<file path="src/rtl/alu_dualcc_pkg.sv">
package alu_dualcc_pkg;
  typedef enum logic [3:0] {
    OP_ADD   = 4'd0,
    OP_ADDC  = 4'd1,
    OP_SUB   = 4'd2,
    OP_SUBC  = 4'd3,
    OP_AND   = 4'd4,
    OP_ANDN  = 4'd5,
    OP_OR    = 4'd6,
    OP_ORN   = 4'd7,
    OP_XOR   = 4'd8,
    OP_XNOR  = 4'd9,
    OP_TADD  = 4'd10,
    OP_TSUB  = 4'd11,
    OP_TADDT = 4'd12,
    OP_TSUBT = 4'd13
  } alu_op_e;

  typedef struct packed {
    logic n;
    logic z;
    logic v;
    logic c;
  } cc_t;
endpackage

</file>
<file path="src/rtl/alu_opnd_sel.sv">
module alu_opnd_sel #(
  parameter int DATA_W = 64,
  parameter int IMM_W  = 13
) (
  input  logic [DATA_W-1:0] b_i,
  input  logic [IMM_W-1:0]  imm_i,
  input  logic              imm_sel_i,
  output logic [DATA_W-1:0] b_o
);
  localparam int EXT_W = DATA_W - IMM_W;

  assign b_o = imm_sel_i ? {{EXT_W{imm_i[IMM_W-1]}}, imm_i} : b_i;
endmodule

</file>
<file path="src/rtl/alu_addsub.sv">
module alu_addsub #(
  parameter int DATA_W = 64,
  parameter int LOW_W  = 32
) (
  input  logic [DATA_W-1:0] a_i,
  input  logic [DATA_W-1:0] b_i,
  input  logic              sub_i,
  input  logic              cin_i,
  output logic [DATA_W-1:0] sum_o,
  output logic              c_lo_o,
  output logic              c_hi_o
);
  localparam int HI_W = DATA_W - LOW_W;

  logic [DATA_W-1:0] bx;
  logic [LOW_W:0]    lo;
  logic [HI_W:0]     hi;

  // subtract as a + ~b + cin; carry out is raw (no-borrow for subtract)
  assign bx = sub_i ? ~b_i : b_i;
  assign lo = {1'b0, a_i[LOW_W-1:0]} + {1'b0, bx[LOW_W-1:0]} + {{LOW_W{1'b0}}, cin_i};
  assign hi = {1'b0, a_i[DATA_W-1:LOW_W]} + {1'b0, bx[DATA_W-1:LOW_W]} + {{HI_W{1'b0}}, lo[LOW_W]};

  assign sum_o  = {hi[HI_W-1:0], lo[LOW_W-1:0]};
  assign c_lo_o = lo[LOW_W];
  assign c_hi_o = hi[HI_W];
endmodule

</file>
<file path="src/rtl/alu_logic.sv">
module alu_logic #(
  parameter int DATA_W = 64
) (
  input  logic [DATA_W-1:0] a_i,
  input  logic [DATA_W-1:0] b_i,
  input  logic [3:0]        fn_i,
  output logic [DATA_W-1:0] res_o
);
  logic [DATA_W-1:0] bb;

  // fn[0] inverts b; fn[3] picks xor, else fn[1] picks or, else and
  assign bb = fn_i[0] ? ~b_i : b_i;

  always_comb begin
    if (fn_i[3])      res_o = a_i ^ bb;
    else if (fn_i[1]) res_o = a_i | bb;
    else              res_o = a_i & bb;
  end
endmodule

</file>
<file path="src/rtl/alu_ccgen.sv">
module alu_ccgen
  import alu_dualcc_pkg::*;
#(
  parameter int W = 32
) (
  input  logic [W-1:0] res_i,
  input  logic         a_msb_i,
  input  logic         b_msb_i,
  input  logic         sub_i,
  input  logic         logic_i,
  input  logic         cout_i,
  input  logic         tag_i,
  output cc_t          cc_o
);
  logic sign_ok;
  logic ovf;

  assign sign_ok = sub_i ? (a_msb_i != b_msb_i) : (a_msb_i == b_msb_i);
  assign ovf     = sign_ok && (res_i[W-1] != a_msb_i);

  assign cc_o.n = res_i[W-1];
  assign cc_o.z = (res_i == '0);
  assign cc_o.v = logic_i ? 1'b0 : (ovf | tag_i);
  assign cc_o.c = logic_i ? 1'b0 : (sub_i ? ~cout_i : cout_i);
endmodule

</file>
<file path="src/rtl/alu_dualcc.sv">
module alu_dualcc
  import alu_dualcc_pkg::*;
#(
  parameter int DATA_W = 64,
  parameter int LOW_W  = 32,
  parameter int IMM_W  = 13,
  parameter int TAG_W  = 2
) (
  input  logic              clk_i,
  input  logic              rst_ni,
  input  logic              valid_i,
  input  logic [3:0]        op_i,
  input  logic [DATA_W-1:0] a_i,
  input  logic [DATA_W-1:0] b_i,
  input  logic [IMM_W-1:0]  imm_i,
  input  logic              imm_sel_i,
  input  logic              set_flags_i,
  output logic              valid_o,
  output logic [DATA_W-1:0] result_o,
  output logic              trap_o,
  output logic [3:0]        flags32_o,
  output logic [3:0]        flags64_o
);
  localparam int NGRP = 2;

  logic [DATA_W-1:0] opnd_b;
  logic [DATA_W-1:0] sum, logic_res, res;
  logic              c_lo, c_hi, add_cin;
  logic              is_sub, use_cin, is_logic, is_tag, is_trapping, op_known;
  logic              tag_err, trap_d, upd;
  cc_t               cc32_q, cc64_q;
  cc_t               cc_new [NGRP];

  alu_opnd_sel #(.DATA_W(DATA_W), .IMM_W(IMM_W)) u_sel (
    .b_i      (b_i),
    .imm_i    (imm_i),
    .imm_sel_i(imm_sel_i),
    .b_o      (opnd_b)
  );

  always_comb begin
    is_sub      = 1'b0;
    use_cin     = 1'b0;
    is_logic    = 1'b0;
    is_tag      = 1'b0;
    is_trapping = 1'b0;
    op_known    = 1'b1;
    case (op_i)
      OP_ADD:  ;
      OP_ADDC: use_cin = 1'b1;
      OP_SUB:  is_sub = 1'b1;
      OP_SUBC: begin is_sub = 1'b1; use_cin = 1'b1; end
      OP_AND, OP_ANDN, OP_OR, OP_ORN, OP_XOR, OP_XNOR: is_logic = 1'b1;
      OP_TADD:  is_tag = 1'b1;
      OP_TSUB:  begin is_tag = 1'b1; is_sub = 1'b1; end
      OP_TADDT: begin is_tag = 1'b1; is_trapping = 1'b1; end
      OP_TSUBT: begin is_tag = 1'b1; is_trapping = 1'b1; is_sub = 1'b1; end
      default:  op_known = 1'b0;
    endcase
  end

  // carry-in always comes from the stored low-word carry
  always_comb begin
    if (is_sub) add_cin = use_cin ? ~cc32_q.c : 1'b1;
    else        add_cin = use_cin ?  cc32_q.c : 1'b0;
  end

  alu_addsub #(.DATA_W(DATA_W), .LOW_W(LOW_W)) u_addsub (
    .a_i   (a_i),
    .b_i   (opnd_b),
    .sub_i (is_sub),
    .cin_i (add_cin),
    .sum_o (sum),
    .c_lo_o(c_lo),
    .c_hi_o(c_hi)
  );

  alu_logic #(.DATA_W(DATA_W)) u_logic (
    .a_i  (a_i),
    .b_i  (opnd_b),
    .fn_i (op_i),
    .res_o(logic_res)
  );

  always_comb begin
    if (!op_known)     res = '0;
    else if (is_logic) res = logic_res;
    else               res = sum;
  end

  assign tag_err = is_tag && ((|a_i[TAG_W-1:0]) || (|opnd_b[TAG_W-1:0]));

  for (genvar g = 0; g < NGRP; g++) begin : g_cc
    localparam int W = (g == 0) ? LOW_W : DATA_W;
    alu_ccgen #(.W(W)) u_cc (
      .res_i  (res[W-1:0]),
      .a_msb_i(a_i[W-1]),
      .b_msb_i(opnd_b[W-1]),
      .sub_i  (is_sub),
      .logic_i(is_logic),
      .cout_i ((g == 0) ? c_lo : c_hi),
      .tag_i  ((g == 0) ? tag_err : 1'b0),
      .cc_o   (cc_new[g])
    );
  end

  assign trap_d = valid_i && is_trapping && cc_new[0].v;
  assign upd    = valid_i && set_flags_i && op_known && !trap_d;

  always_ff @(posedge clk_i or negedge rst_ni) begin
    if (!rst_ni) begin
      valid_o  <= 1'b0;
      result_o <= '0;
      trap_o   <= 1'b0;
      cc32_q   <= '0;
      cc64_q   <= '0;
    end else begin
      valid_o <= valid_i;
      trap_o  <= trap_d;
      if (valid_i) result_o <= res;
      if (upd) begin
        cc32_q <= cc_new[0];
        cc64_q <= cc_new[1];
      end
    end
  end

  assign flags32_o = cc32_q;
  assign flags64_o = cc64_q;
endmodule

</file>
<file path="config.mk">
export PLATFORM = sky130hd
export DESIGN_NAME = alu_dualcc
export DESIGN_NICKNAME = d
export VERILOG_FILES = /design/src/rtl/alu_dualcc_pkg.sv /design/src/rtl/alu_opnd_sel.sv /design/src/rtl/alu_addsub.sv /design/src/rtl/alu_logic.sv /design/src/rtl/alu_ccgen.sv /design/src/rtl/alu_dualcc.sv
export SDC_FILE = /design/constraint.sdc
export NUM_CORES = 1
export LEC_CHECK = 0
export BUFFER_PORTS_ARGS = -buffer_cell sky130_fd_sc_hd__buf_2
export CAP_MARGIN = 20
export CELL_PAD_IN_SITES_DETAIL_PLACEMENT = 0
export CELL_PAD_IN_SITES_GLOBAL_PLACEMENT = 1
export CORE_MARGIN = 4
export CORE_UTILIZATION = 45
export CTS_CLUSTER_DIAMETER = 40
export DETAILED_ROUTE_END_ITERATION = 10
export GPL_TIMING_DRIVEN = 0
export PLACE_DENSITY = 0.86
export SYNTH_ARGS = -nofsm -noshare
export SYNTH_HDL_FRONTEND = slang
export SYNTH_HIERARCHICAL = 1
export SYNTH_SLANG_ARGS = --single-unit
</file>
<file path="constraint.sdc">
create_clock -name clk_i -period 8.3 [get_ports clk_i]
set_clock_uncertainty 0.05 [all_clocks]
set_input_delay 2.075 -clock clk_i [delete_from_list [all_inputs] [get_ports clk_i]]
set_output_delay 2.075 -clock clk_i [all_outputs]
set_load 0.005 [all_outputs]
</file>
==> key figures <==
Min path
  • Hold Path Class: reg -> reg
  • Hold endpoint: result_o[61]
  • HP Start: result_o[61]
  • WHS Path Cells: 2

Yosys
  • EDFF count, synth: 0
  • Syn_nets: about 2,100
  • Asr flop ratio synth: 100.0%
  • #FFs+latches synth: 74
  • Synth Instances: 1,722
  • Post-synthesis cell type count: 73
  • Top_reg_cell synth: dfrtp_1
  • Synthesized area: approximately 15,000 µm²
  • Yosys warns: 6
  • Mean Syn Cell Area: between 8 and 9 µm²
  • Part of the Yosys area used for sequential elements: around an eighth

Timing
  • Worst Tran Pin Value: around 1.0 ns
  • Hold_ws: 0.4419 ns
  • Max-slew violation count: 0
  • Sum of negative setup slack: -0.1436 ns
  • Final worst slack: -0.1436 ns
  • Endpoints failing setup: 1
  • RSZ-0062 raised after global routing: yes
  • Max_slew headroom: a little under a third
  • Hold Violations, Final: 0
  • Fin crit period: 8.444 ns
  • F_max: 118.4 MHz
  • Crit share post-route: 101.7%

Setup path
  • CP Class: in -> reg
  • CP Max Fanout: 7
  • Setup slack, reg-to-reg: ~1.7 ns
  • Worst reg2reg startpoint: flags32_o[0]
  • Req. time, crit path: between 8 and 9 ns
  • Crit-path max cell delay: between 0.3 and 0.4 ns
  • Reg2reg path depth: 31
  • CP arrival: just under 9 ns
  • CP endpoint kind: register
  • R2r endpoint: flags64_o[2]
  • Most Frequent Cell on Critical Path: fa_2
  • Startpoint Class: input port
  • Slowest CP cell: fa_2

Power
  • Pwr Density: around 160 nW/µm²
  • Peak supply drop: between 0.0001 and 0.00015 V
  • Lkg Pwr: about 8.6 nW
  • Final Total Pwr: about 2.7 mW

Clock network
  • Cts bufs inserted: 9
  • CTS tree: done
  • Max Buffers Root-to-Sink: 2
  • Clk Latency, worst-skew pair: 0.34 ns
  • Clock-pin slew on the worst setup and hold paths: 0.06 ns
  • Clock sinks: 74
  • CTS Root Cell: clkbuf_16
  • Post-CTS Hold Fix Bufs: 0
  • Number of H-tree levels: 3

Floorplan
  • I/O pin count: approximately 220
  • Starting density of the core: 46.18%
  • Row count: 65
  • Chip Width: about 190 µm
  • Core region area: 31,880 µm²
  • Die area: roughly 36,000 µm²
  • Die height: between 150 and 200 µm

Route
  • Final wirelength: ~50,000 µm
  • Drt first pass iters: 5
  • DRT iter0 DRCs: roughly 1,100
  • DR vias/cell: about 5.8
  • Via Count: around 14,000
  • # DRC: 0
  • Drt wl/cell: about 20 µm
  • Antenna viol nets, final: 0

GRT
  • Vias in the first global route: about 14,000
  • First-pass GRT wire length: approximately 76,000 µm
  • Initial antenna violation count: 1
  • Total track usage: between 20% and 30%
  • Largest net degree at the start of global routing: 40
  • Total gr overflow: 0

Cells and area
  • Commonest cells after routing, fill and taps aside: buf_2, ha_1, inv_1
  • Post-layout nets: about 2,300
  • Area Overhead vs Synth: 17.78%
  • Commonest non-fill, non-tap cell in the layout: buf_2
  • Layout cells sized above 1: 26.89%

Outcome
  • Status: complete, but fails checks
  • Failing checks: setup timing

Placement
  • I/O Buffers: roughly 220
  • Hpwl dp: between 30,000 and 40,000 µm
  • GP Congestion: 0.9461

Job
  • MaxCap Viol Count: 0
## stage by stage
step,instances,instance area [µm²],utilization [%],setup WS (ns)
6_report,2433,17340,54.39,-0.1436
5_1_grt,2432,17340,54.38,-0.4019
4_1_cts,2415,17100,53.63,-0.1652
3_5_place_dp,2377,16440,51.56,-1.626
3_3_place_gp,2376,16410,51.49,-1.581
2_1_floorplan,1722,14770,-,0.01362
## cells in the mapped netlist, drive strengths merged, types with 9 or more instances
cell	number	area [µm²]
nand2b	44	282.8
inv	155	581.8
xor2	147	1287
o21ai	92	464.2
a32oi	64	560.5
nor2b	87	544.3
nor4	26	193.9
ha	190	2377
mux2i	68	680.7
nand4	9	56.30
nor2	58	220.2
nand2	126	473.0
o221ai	64	935.9
dfrtp	74	1852
a21oi	56	284.0
mux2	71	1025
o31a	37	324.1
a21o	36	271.5
xnor2	44	385.4
and3	11	70.07
clkbuf	41	153.9
a31oi	9	56.30
buf	77	571.8
and2	29	181.4
o21a	9	67.56
o31ai	29	237.7
## sequential cells by signal, indices dropped and copies added (netlist names)
register / flops
valid_o: 1
flags32_o: 4
flags64_o: 4
result_o: 64
trap_o: 1
## cells by family after synthesis
group	Yosys count	share of synthesized area [%]
AOI/OAI and AO/OA	432	23.89
xor gates and xnor gates	191	11.36
adders and majority gates	194	16.69
buffers and inverters	273	8.881
DFF	74	12.58
muxes	139	11.58
other	1	0.02547
and+or+nand+nor	418	14.99
## power breakdown
group | internal (mW) | leakage, nW | switching (mW)
combinational | 0.762 | 7.55 | 0.979
clock | 0.233 | 0.142 | 0.172
sequential | 0.450 | 0.928 | 0.0985
## worst max-delay path: cells and delay by family
family	cells	cell delay, ns
adder cells (fa/ha/maj)	4	1.21
AND/OR/NAND/NOR	8	1.38
AO/OA/AOI/OAI	16	2.95
XOR/XNOR	2	0.32
buffers and inverters	5	0.55
multiplexers	1	0.18
## area by class of cell
type | instances | area [µm²]
repair buffers | 261 | 1445
well taps | 435 | 544.3
clock buffers | 9 | 225.2
clock inverters | 7 | 68.82
plain buffers | 116 | 798.3
fillers | 3082 | 14540
diodes | 1 | 2.502
inverters | 155 | 581.8
flip-flops and latches | 74 | 1852
multi-input cells | 1375 | 11820
## routing by layer
metal / wire, µm / up-vias / GRT usage [%]
li1: - / 6667 / -
met2: 23230 / 524 / 43.92
met3: 3382 / 102 / 5.144
met1: 21360 / 6734 / 34.48
met5: 20 / - / 0
met4: 2064 / 2 / 9.473
## how the worst max path moves through the flow
stage / startpoint / endpoint / slack, ns / depth (start not counted)
global placement: op_i[2] / flags64_o[2] / -1.58 / 37
detailed placement: op_i[2] / flags64_o[2] / -1.63 / 37
finish: op_i[1] / flags64_o[2] / -0.14 / 36
CTS: op_i[2] / flags64_o[2] / -0.17 / 37
floorplan: op_i[2] / flags64_o[2] / 0.01 / 33
global route: op_i[2] / flags64_o[2] / -0.40 / 36
## what timing repair did
action / CTS / global route
hold endpoints to repair: 0 / 0
pin swaps: 31 / 39
gates resized for setup: 41 / 31
setup buffers: 24 / 18
endpoints found under the setup margin: 15 / 5
gates cloned: 0 / 0
Note: power is estimated with default switching activity, not from simulation.
